--- config.mk ---
export PLATFORM = sky130hd
export DESIGN_NAME = lnk_rx_demux
export DESIGN_NICKNAME = d
export VERILOG_FILES = /design/src/rtl/lnk_rx_pkg.sv /design/src/rtl/lnk_rx_classify.sv /design/src/rtl/lnk_rx_crc_step.sv /design/src/rtl/lnk_rx_demux.sv
export SDC_FILE = /design/constraint.sdc
export NUM_CORES = 1
export LEC_CHECK = 0
export BUFFER_PORTS_ARGS = -buffer_cell sky130_fd_sc_hd__buf_2
export CORE_MARGIN = 3
export CORE_UTILIZATION = 55
export DETAILED_ROUTE_END_ITERATION = 8
export PLACE_DENSITY = 0.81
export SYNTH_ARGS = -nofsm -noshare
export SYNTH_HDL_FRONTEND = slang
export SYNTH_SLANG_ARGS = --single-unit
--- constraint.sdc ---
create_clock -name clk -period 3.9 [get_ports clk]
set_input_delay 1.17 -clock clk [delete_from_list [all_inputs] [get_ports clk]]
set_output_delay 1.17 -clock clk [all_outputs]
set_load 0.01 [all_outputs]
--- src/rtl/lnk_rx_pkg.sv ---
package lnk_rx_pkg;
    typedef enum logic [1:0] {
        RX_IDLE  = 2'd0,
        RX_PKT   = 2'd1,
        RX_CHECK = 2'd2
    } rx_state_e;

    localparam int unsigned N_CLASS = 2;
    localparam int unsigned CLS_DAT = 0;
    localparam int unsigned CLS_SC  = 1;
endpackage

--- src/rtl/lnk_rx_classify.sv ---
module lnk_rx_classify #(
    parameter int unsigned  WORD_W   = 16,
    parameter logic [15:0]  SOP_DAT  = 16'h95FB,
    parameter logic [15:0]  SOP_SC   = 16'h951C,
    parameter logic [15:0]  EOP_CODE = 16'h95FD
) (
    input  logic [WORD_W-1:0] word,
    output logic              is_sop,
    output logic              sop_cls,
    output logic              is_eop
);
    always_comb begin
        is_sop  = (word == WORD_W'(SOP_DAT)) || (word == WORD_W'(SOP_SC));
        sop_cls = (word == WORD_W'(SOP_SC));
        is_eop  = (word == WORD_W'(EOP_CODE));
    end
endmodule

--- src/rtl/lnk_rx_crc_step.sv ---
module lnk_rx_crc_step #(
    parameter int unsigned  WORD_W = 16,
    parameter int unsigned  CRC_W  = 16,
    parameter logic [15:0]  POLY   = 16'h1021
) (
    input  logic [CRC_W-1:0]  crc_in,
    input  logic [WORD_W-1:0] data,
    output logic [CRC_W-1:0]  crc_out
);
    logic [CRC_W-1:0] acc;
    logic             fb;

    // Serial CRC unrolled over one word, MSB of the word first.
    always_comb begin
        acc = crc_in;
        fb  = 1'b0;
        for (int i = WORD_W - 1; i >= 0; i--) begin
            fb  = acc[CRC_W-1] ^ data[i];
            acc = {acc[CRC_W-2:0], 1'b0};
            if (fb) begin
                acc = acc ^ CRC_W'(POLY);
            end
        end
        crc_out = acc;
    end
endmodule

--- src/rtl/lnk_rx_demux.sv ---
module lnk_rx_demux #(
    parameter int unsigned  WORD_W   = 16,
    parameter logic [15:0]  SOP_DAT  = 16'h95FB,
    parameter logic [15:0]  SOP_SC   = 16'h951C,
    parameter logic [15:0]  EOP_CODE = 16'h95FD,
    parameter logic [15:0]  CRC_POLY = 16'h1021,
    parameter logic [15:0]  CRC_INIT = 16'hFFFF
) (
    input  logic              clk,
    input  logic              rst_n,
    input  logic              in_valid,
    input  logic [WORD_W-1:0] in_word,
    output logic              dat_valid,
    output logic [WORD_W-1:0] dat_word,
    output logic              dat_eop,
    output logic              dat_bad,
    output logic              sc_valid,
    output logic [WORD_W-1:0] sc_word,
    output logic              sc_eop,
    output logic              sc_bad,
    output logic              err_pulse
);
    import lnk_rx_pkg::*;

    localparam int unsigned CRC_W = WORD_W;

    typedef struct packed {
        rx_state_e            state;
        logic                 cls;
        logic [CRC_W-1:0]     crc;
        logic [WORD_W-1:0]    pend;
        logic                 pend_v;
        logic [N_CLASS-1:0]   out_v;
        logic [WORD_W-1:0]    out_w;
        logic [N_CLASS-1:0]   out_eop;
        logic                 out_bad;
        logic                 err;
    } rx_st_t;

    rx_st_t st_d, st_q;

    logic             w_sop, w_cls, w_eop;
    logic [CRC_W-1:0] crc_adv;

    lnk_rx_classify #(
        .WORD_W  (WORD_W),
        .SOP_DAT (SOP_DAT),
        .SOP_SC  (SOP_SC),
        .EOP_CODE(EOP_CODE)
    ) u_classify (
        .word   (in_word),
        .is_sop (w_sop),
        .sop_cls(w_cls),
        .is_eop (w_eop)
    );

    // Running CRC advanced by the held word as it is released.
    lnk_rx_crc_step #(
        .WORD_W(WORD_W),
        .CRC_W (CRC_W),
        .POLY  (CRC_POLY)
    ) u_crc (
        .crc_in (st_q.crc),
        .data   (st_q.pend),
        .crc_out(crc_adv)
    );

    always_comb begin
        st_d         = st_q;
        st_d.out_v   = '0;
        st_d.out_eop = '0;
        st_d.out_bad = 1'b0;
        st_d.err     = 1'b0;

        unique case (st_q.state)
            RX_IDLE: begin
                if (in_valid && w_sop) begin
                    st_d.state  = RX_PKT;
                    st_d.cls    = w_cls;
                    st_d.crc    = CRC_W'(CRC_INIT);
                    st_d.pend_v = 1'b0;
                end
            end
            RX_CHECK: begin
                st_d.out_eop[st_q.cls] = 1'b1;
                st_d.out_bad = !st_q.pend_v || (st_q.crc != st_q.pend);
                st_d.err     = st_d.out_bad;
                st_d.state   = RX_IDLE;
                st_d.pend_v  = 1'b0;
                if (in_valid && w_sop) begin
                    st_d.state = RX_PKT;
                    st_d.cls   = w_cls;
                    st_d.crc   = CRC_W'(CRC_INIT);
                end
            end
            RX_PKT: begin
                if (in_valid) begin
                    if (w_sop) begin
                        // Abort the open packet and start the new one.
                        st_d.out_eop[st_q.cls] = 1'b1;
                        st_d.out_bad = 1'b1;
                        st_d.err     = 1'b1;
                        st_d.cls     = w_cls;
                        st_d.crc     = CRC_W'(CRC_INIT);
                        st_d.pend_v  = 1'b0;
                    end else if (w_eop) begin
                        st_d.state = RX_CHECK;
                    end else begin
                        if (st_q.pend_v) begin
                            st_d.out_v[st_q.cls] = 1'b1;
                            st_d.out_w = st_q.pend;
                            st_d.crc   = crc_adv;
                        end
                        st_d.pend   = in_word;
                        st_d.pend_v = 1'b1;
                    end
                end
            end
            default: begin
                st_d.state = RX_IDLE;
            end
        endcase
    end

    always_ff @(posedge clk) begin
        if (!rst_n) begin
            st_q <= '0;
        end else begin
            st_q <= st_d;
        end
    end

    assign dat_valid = st_q.out_v[CLS_DAT];
    assign sc_valid  = st_q.out_v[CLS_SC];
    assign dat_word  = st_q.out_w;
    assign sc_word   = st_q.out_w;
    assign dat_eop   = st_q.out_eop[CLS_DAT];
    assign sc_eop    = st_q.out_eop[CLS_SC];
    assign dat_bad   = st_q.out_eop[CLS_DAT] & st_q.out_bad;
    assign sc_bad    = st_q.out_eop[CLS_SC] & st_q.out_bad;
    assign err_pulse = st_q.err;
endmodule

==> run_results.csv, run 1 <==
group,metric,value,unit
die,initial_utilization,57.8,%
sta,min_period_over_period,72.6,%
sta,slew_viol_final,0,
placed_design,io_buffers,57,
min_path,min-delay-start,"st_q[55]",
routing,vias,2367,
yosys,synth_edf_count,0,
yosys,ys_top_cells_by_area,"dfxtp_1 35%, mux2i_1 11%, xnor2_1 9.2%, buf_4 7.7%, nor2_1 7.1%",
sta,rsz0062_at_grt,"false",
global_route,track_usage,20.6,%
flow_run,max_cap_viol_count,0,
critical_path,cp_top_family,"simple AND/OR/NAND/NOR gates",
layout,diodes,0,
yosys,async_flop_share,0,%
routing,routedWlPerCell,15.3,um
yosys,yosys_register_bits,57,
clock_network,cts_tree,"done",
layout,areaGrowthSynthToFinish,8.74,%
critical_path,reg2reg_to,"st_q[46]",
critical_path,path_cells,"buf_2 -> or4_4 -> o22ai_4 -> nand2_2 -> nor4_1 -> o21ai_1 -> buf_4 -> o221a_2",
min_path,hold_end,"dat_eop",
yosys,yosysTopAreaCell,"dfxtp_1",
yosys,yosysWarnings,0,
clock_network,cts_setup_buffers,0,
critical_path,cp_num_buf_inv,2,
outcome,status,"finished, final reports clean",
power_and_ir_drop,p_per_area,730,nW/um^2
routing,dr.first_iter.drc_count,107,
sta,setup_viol,0,
yosys,synth-main-ff-cell,"dfxtp_1",
layout,drive_gt1_share,26.4,%
die,die_y,82.5,um
routing,drc,0,
global_route,antenna_found_initial,0,
global_route,grt_pass1_wl,10.4,mm
clock_network,postCtsResizedCells,0,
placed_design,gp_congestion,0.858,
sta,tightest_slew,672,ps
yosys,syn-num-nets,352,
die,die_x,82.5,um
yosys,ys_types,47,
die,die_area,6810,um^2
yosys,syn_area,3220,um^2
layout,nNetsFinal,378,
critical_path,r2r_slack,1590,ps
clock_network,h-tree-depth,3,
critical_path,arrival,3060,ps
yosys,avgSynthCellArea,9.79,um^2
sta,period_minus_slack,2830,ps
critical_path,crit_path_end_kind,"flop",
routing,firstDrtPassIters,4,
clock_network,path_clk_slew,60,ps
global_route,grt_max_degree,39,
sta,timing.hold.ws,465,ps
sta,setup_tns,0,ps
clock_network,clk_path_buf_depth,2,
power_and_ir_drop,leakage,1.54,nW
critical_path,timing.rr.start,"st_q[37]",
routing,ant_nets,0,
die,core,5570,um^2
yosys,synth.most_common_cell,"nor2_1",
clock_network,cts_root_buf,"clkbuf_8",
die,pin_count,58,
clock_network,holdBufCountCts,0,
min_path,hold_path_depth,1,
yosys,yosys.area.top_type_share,35.4,%
critical_path,critical_path_required,4130,ps
clock_network,clkSinkCount,57,
sta,finClkSkew,7.05,ps
routing,routed_wl,6.61,mm
routing,via_per_inst,5.48,
critical_path,cpPeakStageDelay,570,ps
critical_path,crit_cells,8,
clock_network,cts_buffers,9,
global_route,overflow,0,
power_and_ir_drop,total_power,0.00256,W
yosys,synthCells,329,
sta,hold_viol,0,
clock_network,clk_latency,340,ps
critical_path,cp-start-kind,"primary input",
critical_path,criticalPathCategory,"primary input to flop",
yosys,synth_common_cells,"61 x nor2_1, 57 x dfxtp_1, 34 x mux2i_1, 34 x xnor2_1, 33 x buf_4",
sta,fmax,0.353,GHz
yosys,synth_seq_area_share,35.4,%
placed_design,hpwl,4.92,mm
sta,slew_headroom,54.9,%
critical_path,cp_slowest_cell,"or4_4",
die,rows,27,
critical_path,worstPathMaxFanout,11,
min_path,hp-class,"flop to flop",
critical_path,r2r_cells,6,
power_and_ir_drop,ir_drop,361,uV
global_route,grt_pass1_vias,2151,
==> per-layer routing <==
| layer | vias to the layer above | global-route usage [%] | wire length (um) |
|---|---|---|---|
| li1 | 1159 | - | - |
| met3 | 4 | 7.05 | 498 |
| met2 | 88 | 31.9 | 3140 |
| met4 | 0 | 7.35 | 40 |
| met1 | 1116 | 26.6 | 2930 |
| met5 | - | 0 | 0 |
==> logic make-up (layout without fill, tap and decap cells) <==
kind of cell,Yosys count,after routing,synth area share [%]
and+or+nand+nor,100,100,15.0
DFF,57,57,35.4
xor gates and xnor gates,50,50,16.6
buffers and inverters,50,81,10.5
AOI/OAI and AO/OA,34,34,10.3
muxes,34,34,10.6
adders and majority gates,4,4,1.55
==> stage by stage <==
stage / cell area, um^2 / util [%] / cells / worst slack [ps]
2_1_floorplan: 3220 / - / 329 / 1040
3_3_place_gp: 3300 / 59.3 / 416 / 777
3_5_place_dp: 3300 / 59.3 / 416 / 741
4_1_cts: 3500 / 62.8 / 432 / 1100
5_1_grt: 3500 / 62.8 / 432 / 975
6_report: 3500 / 62.8 / 432 / 1070
==> cell usage in the layout (no fill, tap or decap), drive strengths merged, types with 2 or more instances in the layout <==
| master | netlist | final |
|---|---|---|
| nor2 | 61 | 61 |
| buf | 37 | 61 |
| dfxtp | 57 | 57 |
| xnor2 | 39 | 39 |
| mux2i | 34 | 34 |
| o221a | 14 | 14 |
| clkbuf | 9 | 11 |
| nand2 | 8 | 8 |
| nand4 | 7 | 7 |
| xor2 | 7 | 7 |
| and2 | 6 | 6 |
| a21oi | 6 | 6 |
| inv | 4 | 4 |
| nor3 | 4 | 4 |
| ha | 4 | 4 |
| xnor3 | 3 | 3 |
| nor4 | 3 | 3 |
| o21ai | 3 | 3 |
| nand4bb | 2 | 2 |
| nand4b | 2 | 2 |
| nand3 | 2 | 2 |
| o2111a | 2 | 2 |
| o211ai | 2 | 2 |
| clkinvlp | 0 | 2 |
| clkinv | 0 | 2 |
==> registers in the layout, summed over array words and instances (netlist names) <==
signal,cells
dat_eop,1
dat_valid,1
dat_word,16
sc_eop,1
sc_valid,1
st_q,37
==> worst register-to-register path, delay by kind of cell (launching register included) <==
kind	cells	cell delay (ps)
flip-flops	1	360
XOR/XNOR	4	1590
AND/OR/NAND/NOR	1	110
AO/OA/AOI/OAI	1	140
==> cell type report <==
| class | count | area [um^2] |
|---|---|---|
| repair buffers | 61 | 315 |
| clock inverters | 5 | 55.1 |
| inverters | 4 | 15.0 |
| clock buffers | 11 | 141 |
| fillers | 443 | 2070 |
| multi-input cells | 222 | 1740 |
| well taps | 72 | 90.1 |
| flip-flops and latches | 57 | 1140 |
==> how the worst max path moves through the flow <==
stage / from / end / slack (ps)
finish: in_word[0] / st_q[43] / 1070
global route: in_word[14] / st_q[39] / 980
floorplan: in_word[0] / st_q[44] / 1040
global placement: in_word[0] / st_q[43] / 780
CTS: in_word[0] / st_q[43] / 1100
detailed placement: in_word[0] / st_q[43] / 740
==> power by group <==
part           total (W)  internal (W)  switching (W)
combinational    0.00128      0.000645       0.000632
clock           0.000547      0.000310       0.000237
sequential      0.000731      0.000662      0.0000693
Note: power is estimated with default switching activity, not from simulation.
==> run 2, diff against run 1 <==
==> constraint.sdc (replaced) <==
create_clock -name clk -period 2.95 [get_ports clk]
set_input_delay 0.885 -clock clk [delete_from_list [all_inputs] [get_ports clk]]
set_output_delay 0.885 -clock clk [all_outputs]
set_load 0.01 [all_outputs]
==> run 2 against run 1 <==
Wire length grew 6.9%; worst setup slack got worse by 950 ps; highest routed layer unchanged; power grew 40%; global-route usage increased by 1.2 points; non-clock buffer count up 8; sequential cell count unchanged; clock power is 62% higher; largest power group unchanged; utilization increased by 1.9 points; final cell count up 1.9%; register-to-register slack worse by 880 ps; combinational power is 34% higher; clock skew grew 0.88 ps.
==> run_results.csv, run 2 (synthesized netlist as in run 1, its figures left out) <==
group,metric,value,unit
outcome,status,"finished, final reports clean",
sta,min_period_over_period,95.9,%
power_and_ir_drop,leakage,1.60,nW
clock_network,clkSinkCount,57,
routing,dr.first_iter.drc_count,147,
layout,fillerInstances,438,
layout,areaGrowthSynthToFinish,12.1,%
layout,diodes,0,
critical_path,critical_path_required,3220,ps
critical_path,cp_num_buf_inv,1,
sta,slew_headroom,42.9,%
critical_path,cp_top_family,"compound AO/OA/AOI/OAI gates",
placed_design,gp_congestion,0.896,
sta,worst_slack,122,ps
layout,final_cell_mix,"61 x nor2_1, 57 x dfxtp_1, 57 x buf_2, 34 x xnor2_1, 34 x mux2i_1",
placed_design,hpwl,5.20,mm
clock_network,clk_latency,330,ps
power_and_ir_drop,combPwrFrac,48.0,%
layout,drive_gt1_share,28.0,%
sta,setup_viol,0,
power_and_ir_drop,p_seq_share,27.1,%
global_route,track_usage,21.7,%
routing,routed_wl,7.06,mm
routing,via_per_inst,5.57,
global_route,grt_max_degree,39,
clock_network,cts_buffers,9,
sta,timing.hold.ws,474,ps
global_route,overflow,0,
die,initial_utilization,57.8,%
sta,finClkSkew,7.93,ps
placed_design,io_buffers,57,
sta,rsz0062_at_grt,"false",
layout,final_common_cell,"nor2_1",
clock_network,cts_setup_buffers,0,
power_and_ir_drop,power.net_switching,0.00125,W
sta,period_minus_slack,2830,ps
sta,fmax,0.354,GHz
clock_network,path_clk_slew,70,ps
clock_network,postCtsResizedCells,0,
clock_network,cts_root_buf,"clkbuf_8",
clock_network,h-tree-depth,3,
routing,drc,0,
power_and_ir_drop,ir_drop,630,uV
critical_path,cp-start-kind,"primary input",
clock_network,cts_tree,"done",
sta,hold_viol,0,
critical_path,criticalPathCategory,"primary input to flop",
power_and_ir_drop,intPower,0.00233,W
sta,tightest_slew,851,ps
placed_design,place_ws,-159,ps
clock_network,clk_path_buf_depth,2,
layout,largest_register_ff_count,37,
die,die_y,82.5,um
die,rows,27,
die,pin_count,58,
critical_path,worstPathMaxFanout,11,
global_route,grt_pass1_wl,11.0,mm
critical_path,path_cells,"buf_2 -> or4_4 -> o22ai_4 -> and2_1 -> nor3_1 -> o21ai_1 -> o221a_1",
flow_run,max_cap_viol_count,0,
global_route,antenna_found_initial,0,
layout,regMostFlops,"st_q",
routing,vias,2452,
critical_path,cpPeakStageDelay,680,ps
power_and_ir_drop,p_per_area,991,nW/um^2
sta,slew_viol_final,0,
die,core,5570,um^2
clock_network,holdBufCountCts,0,
power_and_ir_drop,clkPwrFrac,24.8,%
die,die_area,6810,um^2
critical_path,cp_slowest_cell,"o21ai_1",
die,die_x,82.5,um
routing,firstDrtPassIters,4,
routing,routedWlPerCell,16.1,um
layout,nNetsFinal,386,
power_and_ir_drop,swShare,34.8,%
global_route,grt_pass1_vias,2286,
power_and_ir_drop,total_power,0.00358,W
routing,ant_nets,0,
critical_path,arrival,3100,ps
critical_path,crit_path_end_kind,"flop",
min_path,hp-class,"flop to flop",
## run 2: worst paths after layout
check / startpoint / endpoint / slack [ps] / depth (start not counted)
hold / removal: st_q[55] / dat_eop / 470 / 1
setup / recovery: in_word[0] / st_q[47] / 120 / 7
hold reg to reg: st_q[55] / dat_eop / 470 / 1
setup reg to reg: st_q[57] / st_q[47] / 710 / 7
## run 2: per-stage QoR
stage	area (um^2)	setup TNS, ps	utilization, %	cells
2_1_floorplan	3220	0	-	329
3_3_place_gp	3360	-743	60.4	424
6_report	3610	0	64.7	440
5_1_grt	3610	0	64.7	440
3_5_place_dp	3360	-1520	60.4	424
4_1_cts	3610	0	64.7	440
## run 2: power by group through the flow
stage | clock network [W] | logic (W) | registers (W)
after floorplan | 0 | 0.00145 | 0.000960
after global placement | 0 | 0.00168 | 0.000980
after detailed placement | 0 | 0.00169 | 0.000987
after CTS | 0.000902 | 0.00171 | 0.000969
after global routing | 0.000948 | 0.00187 | 0.000979
final | 0.000888 | 0.00172 | 0.000970
## run 2: area by class of cell
class,instances,area (um^2),share of cell area [%]
clock buffer,11,141,3.92
clock inverter,5,103,2.84
inverter,4,15.0,0.416
multi-input combinational,222,1740,48.3
sequential,57,1140,31.6
tap,72,90.1,2.50
timing repair buffer,69,375,10.4
## run 2: routing by layer
layer  up-vias  part of all wire, %  global-route usage [%]
met5         -                    0                       0
met4         0                 0.68                    8.33
met3         5                  7.8                    6.83
met2        81                   49                    35.4
met1      1181                   43                    26.8
li1       1185                    -                       -
